### src/rtl/acc_satrnd_pkg.sv
package acc_satrnd_pkg;
  typedef enum logic {
    SAT_NORMAL = 1'b0,
    SAT_WIDE   = 1'b1
  } sat_mode_e;

  typedef enum logic {
    RND_CONVENTIONAL = 1'b0,
    RND_CONVERGENT   = 1'b1
  } rnd_mode_e;
endpackage

### src/rtl/acc_sat_add.sv
module acc_sat_add
  import acc_satrnd_pkg::*;
#(
  parameter int ACC_W   = 40,
  parameter int GUARD_W = 8
) (
  input  logic             clk,
  input  logic             rst,
  input  logic [ACC_W-1:0] acc_in,
  input  logic [ACC_W-1:0] addend,
  input  logic             add_en,
  input  logic             sat_en,
  input  logic             sat_mode,
  output logic [ACC_W-1:0] res,
  output logic             guard_hit,
  output logic             wide_hit,
  output logic             clamped
);
  localparam int NORM_MSB = ACC_W - GUARD_W - 1;
  localparam logic [ACC_W-1:0] MAX_WIDE = {1'b0, {(ACC_W-1){1'b1}}};
  localparam logic [ACC_W-1:0] MIN_WIDE = {1'b1, {(ACC_W-1){1'b0}}};
  localparam logic [ACC_W-1:0] MAX_NORM = {{(GUARD_W+1){1'b0}}, {NORM_MSB{1'b1}}};
  localparam logic [ACC_W-1:0] MIN_NORM = {{(GUARD_W+1){1'b1}}, {NORM_MSB{1'b0}}};

  logic [ACC_W:0] sum;
  logic [ACC_W:0] add_term;
  logic           neg;

  always_comb begin
    add_term  = add_en ? {addend[ACC_W-1], addend} : '0;
    sum       = {acc_in[ACC_W-1], acc_in} + add_term;
    neg       = sum[ACC_W];
    wide_hit  = sum[ACC_W] ^ sum[ACC_W-1];
    guard_hit = !((&sum[ACC_W:NORM_MSB]) || (~|sum[ACC_W:NORM_MSB]));
    res       = sum[ACC_W-1:0];
    clamped   = 1'b0;
    if (sat_en) begin
      if (sat_mode == SAT_WIDE) begin
        if (wide_hit) begin
          res     = neg ? MIN_WIDE : MAX_WIDE;
          clamped = 1'b1;
        end
      end else if (guard_hit) begin
        res     = neg ? MIN_NORM : MAX_NORM;
        clamped = 1'b1;
      end
    end
  end

  // a wide clamp keeps the sign both operands shared
  a_r3_wide_sign: assert property (@(posedge clk) disable iff (rst)
    (sat_en && sat_mode == SAT_WIDE && wide_hit) |-> (res[ACC_W-1] == acc_in[ACC_W-1]));
endmodule

### src/rtl/acc_round_store.sv
module acc_round_store
  import acc_satrnd_pkg::*;
#(
  parameter int ACC_W   = 40,
  parameter int GUARD_W = 8,
  parameter int WORD_W  = 16
) (
  input  logic              clk,
  input  logic              rst,
  input  logic [ACC_W-1:0]  acc_val,
  input  logic              rnd_mode,
  output logic [WORD_W-1:0] word,
  output logic              clamped
);
  localparam int LOW_W = ACC_W - GUARD_W - WORD_W;
  localparam int HI_W  = ACC_W - LOW_W;
  localparam logic [LOW_W-1:0]  HALF     = {1'b1, {(LOW_W-1){1'b0}}};
  localparam logic [WORD_W-1:0] WORD_MAX = {1'b0, {(WORD_W-1){1'b1}}};
  localparam logic [WORD_W-1:0] WORD_MIN = {1'b1, {(WORD_W-1){1'b0}}};

  logic [LOW_W-1:0] low;
  logic             up;
  logic [HI_W:0]    q;
  logic             in_range;

  always_comb begin
    low = acc_val[LOW_W-1:0];
    if (rnd_mode == RND_CONVERGENT)
      up = (low > HALF) || ((low == HALF) && acc_val[LOW_W]);
    else
      up = low[LOW_W-1];
    q        = {acc_val[ACC_W-1], acc_val[ACC_W-1:LOW_W]} + {{HI_W{1'b0}}, up};
    in_range = (&q[HI_W:WORD_W-1]) || (~|q[HI_W:WORD_W-1]);
    clamped  = !in_range;
    if (in_range)  word = q[WORD_W-1:0];
    else if (q[HI_W]) word = WORD_MIN;
    else           word = WORD_MAX;
  end

  // an exact tie in convergent mode lands on an even word
  a_r8_tie_even: assert property (@(posedge clk) disable iff (rst)
    (rnd_mode == RND_CONVERGENT && low == HALF && !clamped) |-> !word[0]);
endmodule

### src/rtl/acc_satrnd.sv
module acc_satrnd
  import acc_satrnd_pkg::*;
#(
  parameter int ACC_W   = 40,
  parameter int GUARD_W = 8,
  parameter int WORD_W  = 16
) (
  input  logic              clk,
  input  logic              rst,
  input  logic              op_en,
  input  logic [ACC_W-1:0]  acc_in,
  input  logic [ACC_W-1:0]  addend,
  input  logic              add_en,
  input  logic              sat_en,
  input  logic              sat_mode,
  input  logic              rnd_mode,
  input  logic              sat_clr,
  output logic [ACC_W-1:0]  acc_out,
  output logic [WORD_W-1:0] word_out,
  output logic              guard_ovf,
  output logic              wide_ovf,
  output logic              sat_sticky
);
  localparam int NORM_MSB = ACC_W - GUARD_W - 1;

  logic [ACC_W-1:0]  acc_next;
  logic [WORD_W-1:0] word_next;
  logic              guard_hit, wide_hit, acc_clamp, word_clamp;

  acc_sat_add #(.ACC_W(ACC_W), .GUARD_W(GUARD_W)) u_add (
    .clk(clk), .rst(rst), .acc_in(acc_in), .addend(addend), .add_en(add_en),
    .sat_en(sat_en), .sat_mode(sat_mode), .res(acc_next),
    .guard_hit(guard_hit), .wide_hit(wide_hit), .clamped(acc_clamp)
  );

  acc_round_store #(.ACC_W(ACC_W), .GUARD_W(GUARD_W), .WORD_W(WORD_W)) u_rnd (
    .clk(clk), .rst(rst), .acc_val(acc_next), .rnd_mode(rnd_mode),
    .word(word_next), .clamped(word_clamp)
  );

  always_ff @(posedge clk) begin
    if (rst) begin
      acc_out    <= '0;
      word_out   <= '0;
      guard_ovf  <= 1'b0;
      wide_ovf   <= 1'b0;
      sat_sticky <= 1'b0;
    end else begin
      if (op_en) begin
        acc_out   <= acc_next;
        word_out  <= word_next;
        guard_ovf <= guard_hit;
        wide_ovf  <= wide_hit;
      end
      if (op_en && (acc_clamp || word_clamp)) sat_sticky <= 1'b1;
      else if (sat_clr)                       sat_sticky <= 1'b0;
    end
  end

  // leaving 40 bits implies leaving the 1.31 range
  a_r6_wide_implies_guard: assert property (@(posedge clk) disable iff (rst)
    wide_ovf |-> guard_ovf);

  // normal-mode saturation never leaves guard bits unequal
  a_r4_normal_range: assert property (@(posedge clk) disable iff (rst)
    (op_en && sat_en && sat_mode == SAT_NORMAL) |=>
      ((&acc_out[ACC_W-1:NORM_MSB]) || (~|acc_out[ACC_W-1:NORM_MSB])));

  // sticky flag persists without a clear
  a_r10_sticky_keeps: assert property (@(posedge clk) disable iff (rst)
    (sat_sticky && !sat_clr) |=> sat_sticky);

  // idle cycles leave the datapath outputs untouched
  a_r11_hold: assert property (@(posedge clk) disable iff (rst)
    !op_en |=> ($stable(acc_out) && $stable(word_out) && $stable(guard_ovf) && $stable(wide_ovf)));
endmodule

### config.mk
export PLATFORM = sky130hd
export DESIGN_NAME = acc_satrnd
export DESIGN_NICKNAME = d
export VERILOG_FILES = /design/src/rtl/acc_satrnd_pkg.sv /design/src/rtl/acc_sat_add.sv /design/src/rtl/acc_round_store.sv /design/src/rtl/acc_satrnd.sv
export SDC_FILE = /design/constraint.sdc
export NUM_CORES = 1
export LEC_CHECK = 0
export BUFFER_PORTS_ARGS = -buffer_cell sky130_fd_sc_hd__buf_2
export CAP_MARGIN = 20
export CELL_PAD_IN_SITES_DETAIL_PLACEMENT = 1
export CELL_PAD_IN_SITES_GLOBAL_PLACEMENT = 1
export CORE_ASPECT_RATIO = 1.5
export CORE_MARGIN = 10
export CORE_UTILIZATION = 34
export DETAILED_ROUTE_END_ITERATION = 10
export GPL_ROUTABILITY_DRIVEN = 0
export PLACE_DENSITY_LB_ADDON = 0.05
export SYNTH_ARGS = -nofsm -noshare
export SYNTH_HDL_FRONTEND = slang
export SYNTH_SLANG_ARGS = --single-unit
### constraint.sdc
create_clock -name clk -period 14.8 [get_ports clk]
set_input_delay 3.7 -clock clk [delete_from_list [all_inputs] [get_ports clk]]
set_output_delay 3.7 -clock clk [all_outputs]
set_load 0.005 [all_outputs]
==> impl_metrics.tcl, run 1 <==
set metrics [dict create \
    ys_types 87 \
    grt_max_degree 72 \
    totalWireLength_mm 24.32 \
    cts_tree "yes" \
    p_switching_uw 293.3 \
    cts-root-buf "clkbuf_16" \
    hold_violations 0 \
    synth_top_cell_area_share_pct 17.99 \
    finalSetupViolations 0 \
    timing.rr.end "sat_sticky" \
    die_w_um 133.5 \
    synth-xor-area-share_pct 6.118 \
    antenna_found_initial 0 \
    holdPathEnd "word_out[0]" \
    synth_cells 907 \
    grt_pass1_vias 7509 \
    antenna_left 0 \
    ff2ff_path_depth 4 \
    synth_mux_area_share_pct 2.039 \
    rsz0062_at_grt "false" \
    fmax_mhz 79.87 \
    irDropWorstVdd_v 0.00004609 \
    via_per_inst 5.568 \
    drv_slew 0 \
    hold_path_class "flop to flop" \
    place_area_sq_um 7393 \
    synth_compound_area_share_pct 32.74 \
    grt_use_total_pct 18.62 \
    synth_simple_gate_area_share_pct 27.20 \
    drc_errors 0 \
    critical_path.most_common_cell "ha_1" \
    internal_power_uw 427.9 \
    postCtsResizedCells 0 \
    crit_path_end_kind "flop" \
    syn_avg_cell_area_sq_um 7.238 \
    critical_path_class "input port to flop" \
    layout.cells.non_filler 1274 \
    comb_power_share_pct 45.7 \
    fin_setup_tns_ns 0 \
    dp.final_hpwl_mm 20.43 \
    finalCritPeriodShare_pct 84.60 \
    swShare_pct 40.67 \
    run_status "finished clean" \
    syn-num-nets 1040 \
    cts_sinks 59 \
    cellLeakagePower_nw 3.189 \
    synth-edff-count 0 \
    initial_core_util_pct 34.40 \
    worst_path_max_delay_cell "or4_4" \
    wire_per_inst_um 19.09 \
    ys.flop_type "dfxtp_1" \
    synth_top_family_by_area "compound AO/OA/AOI/OAI gates" \
    drive_above_1_share_pct 20.33 \
    synth_fa_ha_area_share_pct 8.691 \
    place_ws_ns 1.852 \
    clockBufferDepth 2 \
    min_path_cells 2 \
    clk_pin_slew_ns 0.06 \
    rrSetupSlack_ns 13.89 \
    h-tree-depth 3 \
    ctsHoldBuffers 0 \
    power_density_nw_per_um2 93.80 \
    io_pins 147 \
    whs_ns 0.4649 \
    overflow 0 \
    maxCapViolCount 0 \
    post_cts_buffers 0 \
    port_buffers 146 \
    layout_min_cycle_time_ns 12.52 \
    dr.pass1.iters 4 \
    r2r-start "sat_sticky" \
    tightest_slew_ns 0.9969 \
    final_cell_mix "buf_2, nor2_1, nand2_1" \
    power_frac_seq_pct 25.7 \
    rows 62 \
    fp.dieArea_sq_um 25380 \
    critPathRequiredTime_ns 14.97 \
    dieHeight_um 190.2 \
    detail_route.iter0.violations 257 \
    clkPwrFrac_pct 28.6 \
    yosysTopAreaCell "dfxtp_1" \
    numPlacedInstances 1258 \
    cp_data_arrival_time_ns 12.69 \
    ys_warn_count 0 \
    coreArea_sq_um 19080 \
    cp-start-kind "input port" \
    numCtsBuffers 9 \
    area_growth_pct 17.11 \
    async_reset_ff_share_pct 0 \
    fin_ws_ns 2.279 \
    grt_pass1_wl_mm 39.42 \
    netlist_area_sq_um 6565 \
    power_uw 721.2 \
    layout_commonest_cell "buf_2" \
    finalClockSkew_ns 0 \
    clock_latency_ns 0.33 \
    crit_fanout 40 \
    final_nets 1146 \
    num_vias 7094 \
    relSlewSlack_pct 33.33 \
    post-route-util_pct 40.29 \
    min_from "word_out[0]" \
    num_antenna_cells 0 \
    seq_area_frac_synth_pct 17.99 \
    max_stage_delay_ns 0.63 \
    final_area_sq_um 7689 \
    ys_seq_elements 59 \
    synthTopCellsByArea "dfxtp_1, ha_1, a21oi_1, nor2_1, nand2_1" \
]
cells by family (layout without fill, tap and decap cells):
| family | after synthesis | in the layout |
|---|---|---|
| and+or+nand+nor | 362 | 362 |
| AOI/OAI and AO/OA | 305 | 305 |
| buffers and inverters | 78 | 189 |
| DFF | 59 | 59 |
| adders and majority gates | 45 | 45 |
| xor gates and xnor gates | 45 | 45 |
| muxes | 13 | 13 |
state kept, by name (all words and copies together) (netlist names):
register    count
acc_out        40
guard_ovf       1
sat_sticky      1
wide_ovf        1
word_out       16
area by class of cell:
cell class / instances / area (sq um)
fill: 2482 / 11390
multi-input combinational: 770 / 5041
sequential: 59 / 1181
timing repair buffer: 151 / 768.2
tap: 256 / 320.3
clock buffer: 10 / 229.0
inverter: 22 / 82.58
clock inverter: 6 / 66.31
power by group through the flow:
stage                     sequential [mW]  clock (mW)  combinational [mW]
after floorplan                     0.190           0               0.224
after global placement              0.189           0               0.328
after detailed placement            0.189           0               0.330
after CTS                           0.186       0.211               0.332
after global routing                0.188       0.218               0.367
final                               0.186       0.206               0.330
cells in the mapped netlist, types with 4 or more instances:
library cell,instances
ha_1,44
a311oi_1,5
buf_2,9
o211ai_1,15
dfxtp_1,59
o21ai_0,42
o311ai_1,15
o21bai_1,6
a21o_1,8
a211oi_1,39
a31oi_1,11
nand4_1,18
nor4_1,5
nor2_1,108
o21a_1,5
a41oi_1,5
mux2i_1,10
and3_1,8
nand3_1,17
buf_6,5
xor2_1,18
o21ai_1,6
xnor2_1,26
nand2_1,95
nor3_1,19
a21oi_1,89
inv_1,22
o31ai_1,5
nand2b_1,12
clkbuf_1,39
and2_1,45
a211oi_2,4
critical path, delay by kind of cell:
family / cells / cell delay (ns)
AOI/OAI and AO/OA: 11 / 3.42
adders and majority gates: 5 / 1.70
buffers and inverters: 4 / 0.99
and+or+nand+nor: 11 / 2.87
per-layer routing:
| metal | vias up | track usage (%) | share of wire [%] |
|---|---|---|---|
| met5 | - | 0 | 0 |
| met4 | 0 | 5.709 | 1.9 |
| met3 | 26 | 1.822 | 2.6 |
| met2 | 137 | 34.65 | 52 |
| met1 | 3374 | 21.74 | 43 |
| li1 | 3557 | - | - |
worst max-delay path by stage:
stage,cells past startpoint,slack [ns],from,endpoint
2_1_floorplan,34,3.81,add_en,word_out[10]
4_1_cts,31,2.17,add_en,word_out[4]
5_1_grt,31,1.33,add_en,word_out[8]
3_3_place_gp,31,2.14,add_en,word_out[2]
6_report,31,2.28,add_en,word_out[4]
3_5_place_dp,31,1.85,add_en,word_out[4]
(Power assumes the default switching activity.)
==> run 2: changes to the inputs <==
==> constraint.sdc (replaced) <==
create_clock -name clk -period 13.1 [get_ports clk]
set_input_delay 3.275 -clock clk [delete_from_list [all_inputs] [get_ports clk]]
set_output_delay 3.275 -clock clk [all_outputs]
set_load 0.005 [all_outputs]
==> run 2 against run 1 <==
  * First-iteration DRC count down 1.9%
  * Core utilization up 0.15 points
  * Count of clock-buffer cells in the layout up 1
  * Critical path depth unchanged
  * Critical path type unchanged
==> impl_metrics.tcl, run 2 (synthesis gave the netlist of run 1 again) <==
set metrics [dict create \
    power_uw 813.4 \
    top_register "acc_out" \
    run_status "finished clean" \
    multi_input_area_sq_um 5041 \
    reg_top3 "acc_out x40, word_out x16" \
    swShare_pct 40.42 \
    regArea_sq_um 1181 \
    clk_pin_slew_ns 0.05 \
    clkPwrFrac_pct 28.1 \
    fin_setup_tns_ns 0 \
    fmax_mhz 88.18 \
    finalClockSkew_ns 0 \
    cp-start-kind "input port" \
    layout_commonest_cell "buf_2" \
    final_nets 1151 \
    cp_data_arrival_time_ns 11.50 \
    antenna_found_initial 0 \
    drive_above_1_share_pct 20.63 \
    finalSetupViolations 0 \
    rows 62 \
    cts-root-buf "clkbuf_16" \
    critPathRequiredTime_ns 13.26 \
    detail_route.iter0.violations 252 \
    overflow 0 \
    rsz0062_at_grt "false" \
    port_buffers 146 \
    grt_pass1_vias 7586 \
    ff2ff_path_depth 4 \
    num_antenna_cells 0 \
    cts_sinks 59 \
    holdPathEnd "word_out[0]" \
    dp.final_hpwl_mm 20.52 \
    totalWireLength_mm 24.49 \
    postCtsResizedCells 0 \
    comb_power_share_pct 46.1 \
    r2r-start "sat_sticky" \
    antenna_left 0 \
    whs_ns 0.4511 \
    drc_errors 0 \
    power_frac_seq_pct 25.8 \
    layout_min_cycle_time_ns 11.34 \
    largest_reg_flops 40 \
    critical_path_class "input port to flop" \
    numCtsBuffers 9 \
    final_cell_mix "buf_2, nor2_1, nand2_1" \
    max_stage_delay_ns 0.62 \
    h-tree-depth 3 \
    critical_path.most_common_cell "ha_1" \
    p_switching_uw 328.7 \
    crit_fanout 40 \
    wire_per_inst_um 19.14 \
    maxCapViolCount 0 \
    hold_violations 0 \
    grt_pass1_wl_mm 39.67 \
    initial_core_util_pct 34.40 \
    area_growth_pct 17.55 \
    worst_path_max_delay_cell "or4_4" \
    grt_max_degree 72 \
    post-route-util_pct 40.44 \
    num_vias 7142 \
    grt_use_total_pct 18.82 \
    die_w_um 133.5 \
    io_pins 147 \
    irDropWorstVdd_v 0.00005052 \
    relSlewSlack_pct 37.62 \
    place_ws_ns 1.359 \
    finalCritPeriodShare_pct 86.57 \
    fin_ws_ns 1.760 \
    dr.pass1.iters 4 \
    clockBufferDepth 2 \
    fillers 2499 \
    drv_slew 0 \
    power_density_nw_per_um2 105.4 \
    tightest_slew_ns 0.9322 \
    min_from "word_out[0]" \
    cellLeakagePower_nw 3.222 \
    post_cts_buffers 0 \
    timing.rr.end "sat_sticky" \
    ctsHoldBuffers 0 \
    fp.dieArea_sq_um 25380 \
    hold_path_class "flop to flop" \
    cts_tree "yes" \
    crit_path_end_kind "flop" \
    dieHeight_um 190.2 \
    via_per_inst 5.584 \
    internal_power_uw 484.7 \
    rrSetupSlack_ns 12.12 \
    coreArea_sq_um 19080 \
    min_path_cells 2 \
    clock_latency_ns 0.33 \
]
## run 2: how the worst max path moves through the flow
stage                      start           end  slack [ns]  cells after the start
after floorplan           add_en  word_out[10]        2.53                     34
after CTS                 add_en  word_out[10]        1.66                     31
final                     add_en  word_out[10]        1.76                     31
after global placement    add_en   word_out[2]        1.58                     31
after detailed placement  add_en   word_out[9]        1.36                     31
after global routing      add_en   word_out[9]        0.84                     31
## run 2: layout make-up
| cell class | count | share of cell area (%) |
|---|---|---|
| Multi-Input combinational cell | 770 | 65.32 |
| Sequential cell | 59 | 15.30 |
| Timing Repair Buffer | 156 | 10.44 |
| Tap cell | 256 | 4.150 |
| Clock buffer | 11 | 3.016 |
| Inverter | 22 | 1.070 |
| Clock inverter | 5 | 0.6971 |
## run 2: routing by layer
layer / share of wire, % / vias to the layer above / global-route usage, % / routed length [um]
li1: - / 3562 / - / -
met1: 44 / 3435 / 21.78 / 10650
met2: 52 / 124 / 34.73 / 12770
met3: 2.2 / 21 / 2.059 / 550
met4: 2.1 / 0 / 6.549 / 512
met5: 0 / - / 0 / 0
## run 2: stage by stage
stage	area, sq um	cells
after CTS	7717	1279
after global placement	7431	1263
after detailed placement	7431	1263
after global routing	7717	1279
after floorplan	6565	907
final	7717	1279
## run 2: critical path: cells and delay by family
| kind | cells | cell delay [ns] |
|---|---|---|
| adder cells (fa/ha/maj) | 5 | 1.37 |
| AND/OR/NAND/NOR | 11 | 2.56 |
| buffers and inverters | 4 | 0.91 |
| AO/OA/AOI/OAI | 11 | 3.36 |
## run 2: power by group through the flow
| stage | Combinational, mW | Clock (mW) | Sequential (mW) |
|---|---|---|---|
| global route | 0.419 | 0.241 | 0.212 |
| finish | 0.375 | 0.229 | 0.210 |
| CTS | 0.378 | 0.234 | 0.210 |
| detailed placement | 0.375 | 0 | 0.214 |
| floorplan | 0.253 | 0 | 0.214 |
| global placement | 0.373 | 0 | 0.213 |
==> run 3: changes to the inputs <==
--- a/config.mk
+++ b/config.mk
@@ -5,6 +5,7 @@
 export SDC_FILE = /design/constraint.sdc
 export NUM_CORES = 1
 export LEC_CHECK = 0
+export ABC_AREA = 1
 export BUFFER_PORTS_ARGS = -buffer_cell sky130_fd_sc_hd__buf_2
 export CAP_MARGIN = 20
 export CELL_PAD_IN_SITES_DETAIL_PLACEMENT = 1
@@ -14,7 +15,7 @@
 export CORE_UTILIZATION = 34
 export DETAILED_ROUTE_END_ITERATION = 10
 export GPL_ROUTABILITY_DRIVEN = 0
-export PLACE_DENSITY_LB_ADDON = 0.05
+export PLACE_DENSITY_LB_ADDON = 0.3
 export SYNTH_ARGS = -nofsm -noshare
 export SYNTH_HDL_FRONTEND = slang
 export SYNTH_SLANG_ARGS = --single-unit
==> run 3 against run 2 <==
  * Count of clock-buffer cells in the layout decreased by 2
  * Sequential power about the same
  * Die area grew 20%
  * Routed wire length increased by 16%
  * Largest cell class unchanged
==> impl_metrics.tcl, run 3 <==
set metrics [dict create \
    run_status "finished clean" \
    cp-start-kind "input port" \
    h-tree-depth 3 \
    crit_fanout 40 \
    clock_latency_ns 0.33 \
    finalCritPeriodShare_pct 77.65 \
    postCtsResizedCells 0 \
    antenna_left 0 \
    totalWireLength_mm 28.52 \
    cts_tree "yes" \
    coreArea_sq_um 23140 \
    top_register "acc_out" \
    grt_pass1_wl_mm 46.66 \
    syn-num-nets 1612 \
    cellLeakagePower_nw 5.517 \
    rsz0062_at_grt "false" \
    grt_use_total_pct 18.10 \
    reg_top3 "acc_out x40, word_out x16" \
    via_per_inst 4.864 \
    yosysTopAreaCell "nand2_1" \
    layout.cells.non_filler 1914 \
    ys_types 43 \
    drc_errors 0 \
    maxCapViolCount 0 \
    layout_commonest_cell "nand2_1" \
    tightest_slew_ns 1.005 \
    crit_path_end_kind "flop" \
    io_pins 147 \
    final_area_sq_um 9349 \
    fmax_mhz 98.31 \
    drv_slew 0 \
    grt_max_degree 115 \
    ys_seq_elements 59 \
    overflow 0 \
    relSlewSlack_pct 32.98 \
    largest_reg_flops 40 \
    detail_route.iter0.violations 367 \
    synth-edff-count 0 \
    dieHeight_um 208.4 \
    seq_area_frac_synth_pct 14.68 \
    clk_pin_slew_ns 0.06 \
    wire_per_inst_um 14.90 \
    critical_path.most_common_cell "nand2_1" \
    place_area_sq_um 8974 \
    critPathRequiredTime_ns 13.33 \
    rows 68 \
    hold_violations 0 \
    dr.pass1.iters 4 \
    power_density_nw_per_um2 97.97 \
    antenna_found_initial 0 \
    synth_common_cells "nand2_1, inv_1, nor2_1" \
    syn_avg_cell_area_sq_um 5.440 \
    irDropWorstVdd_v 0.00008997 \
    worst_path_max_delay_cell "ha_1" \
    cts_sinks 59 \
    netlist_area_sq_um 8046 \
    critical_path_class "input port to flop" \
    ctsHoldBuffers 0 \
    hold_path_class "flop to flop" \
    async_reset_ff_share_pct 0 \
    finalClockSkew_ns 0 \
    power_uw 915.9 \
    cp_data_arrival_time_ns 10.41 \
    die_w_um 145.6 \
    synth_cells 1479 \
    num_vias 9309 \
    clockBufferDepth 2 \
    num_antenna_cells 0 \
    ys.flop_type "dfxtp_1" \
    cts-root-buf "clkbuf_16" \
    ys_warn_count 0 \
    dp.final_hpwl_mm 24.09 \
    drive_above_1_share_pct 16.32 \
    synth_most_common_cell "nand2_1" \
    numPlacedInstances 1897 \
    synth_top_cell_area_share_pct 21.51 \
    numCtsBuffers 9 \
    post-route-util_pct 40.40 \
    synthTopCellsByArea "nand2_1, dfxtp_1, inv_1, nor2_1, ha_1" \
    grt_pass1_vias 9739 \
    final_nets 1727 \
    layout_min_cycle_time_ns 10.17 \
    area_growth_pct 16.19 \
    finalSetupViolations 0 \
    max_stage_delay_ns 0.88 \
    fp.dieArea_sq_um 30350 \
    post_cts_buffers 0 \
    fin_setup_tns_ns 0 \
    port_buffers 146 \
    initial_core_util_pct 34.77 \
    final_cell_mix "nand2_1, inv_1, nor2_1" \
]
run 3: final cells by class:
| class | count | area [sq um] |
|---|---|---|
| sequential | 59 | 1181 |
| clock buffer | 9 | 225.2 |
| tap | 315 | 394.1 |
| fill | 3367 | 13790 |
| multi-input combinational | 1101 | 5625 |
| clock inverter | 7 | 122.6 |
| inverter | 275 | 1032 |
| timing repair buffer | 148 | 768.2 |
run 3: path summary, 6_finish.rpt:
| check | start | to | slack [ns] | cells after the start |
|---|---|---|---|---|
| setup / recovery | add_en | word_out[12] | 2.93 | 41 |
| hold / removal | sat_sticky | sat_sticky | 0.47 | 2 |
| setup reg to reg | acc_out[15] | acc_out[15] | 12.32 | 4 |
| hold reg to reg | sat_sticky | sat_sticky | 0.47 | 2 |
run 3: cell families after synthesis:
| kind of cell | share of synthesized area (%) |
|---|---|
| AO/OA/AOI/OAI | 14.94 |
| XOR/XNOR | 4.245 |
| adder cells (fa/ha/maj) | 7.091 |
| buffers and inverters | 15.41 |
| flip-flops | 14.68 |
| AND/OR/NAND/NOR | 43.63 |
run 3: critical path, delay by kind of cell:
kind | cells | cell delay [ns]
adder cells (fa/ha/maj) | 5 | 1.86
AND/OR/NAND/NOR | 26 | 3.18
AO/OA/AOI/OAI | 4 | 1.18
buffers and inverters | 6 | 0.88
run 3: stage by stage:
step	setup WS, ns	hold slack (ns)
3_5_place_dp	2.602	0.4563
5_1_grt	2.168	0.5074
6_report	2.928	0.4729
4_1_cts	2.890	0.4784
3_3_place_gp	2.843	0.4527
2_1_floorplan	4.299	0.4596
run 3: layer usage:
metal	vias up	wire (um)	track usage [%]
met2	160	14970	34.97
met5	-	0	0
met1	4296	12010	19.74
met4	0	740	6.137
li1	4812	-	-
met3	41	793	1.998
run 3: where the power goes:
part | switching, mW | internal, mW
logic | 0.293 | 0.138
registers | 0.00962 | 0.197
clock network | 0.0907 | 0.187
total | 0.393 | 0.523
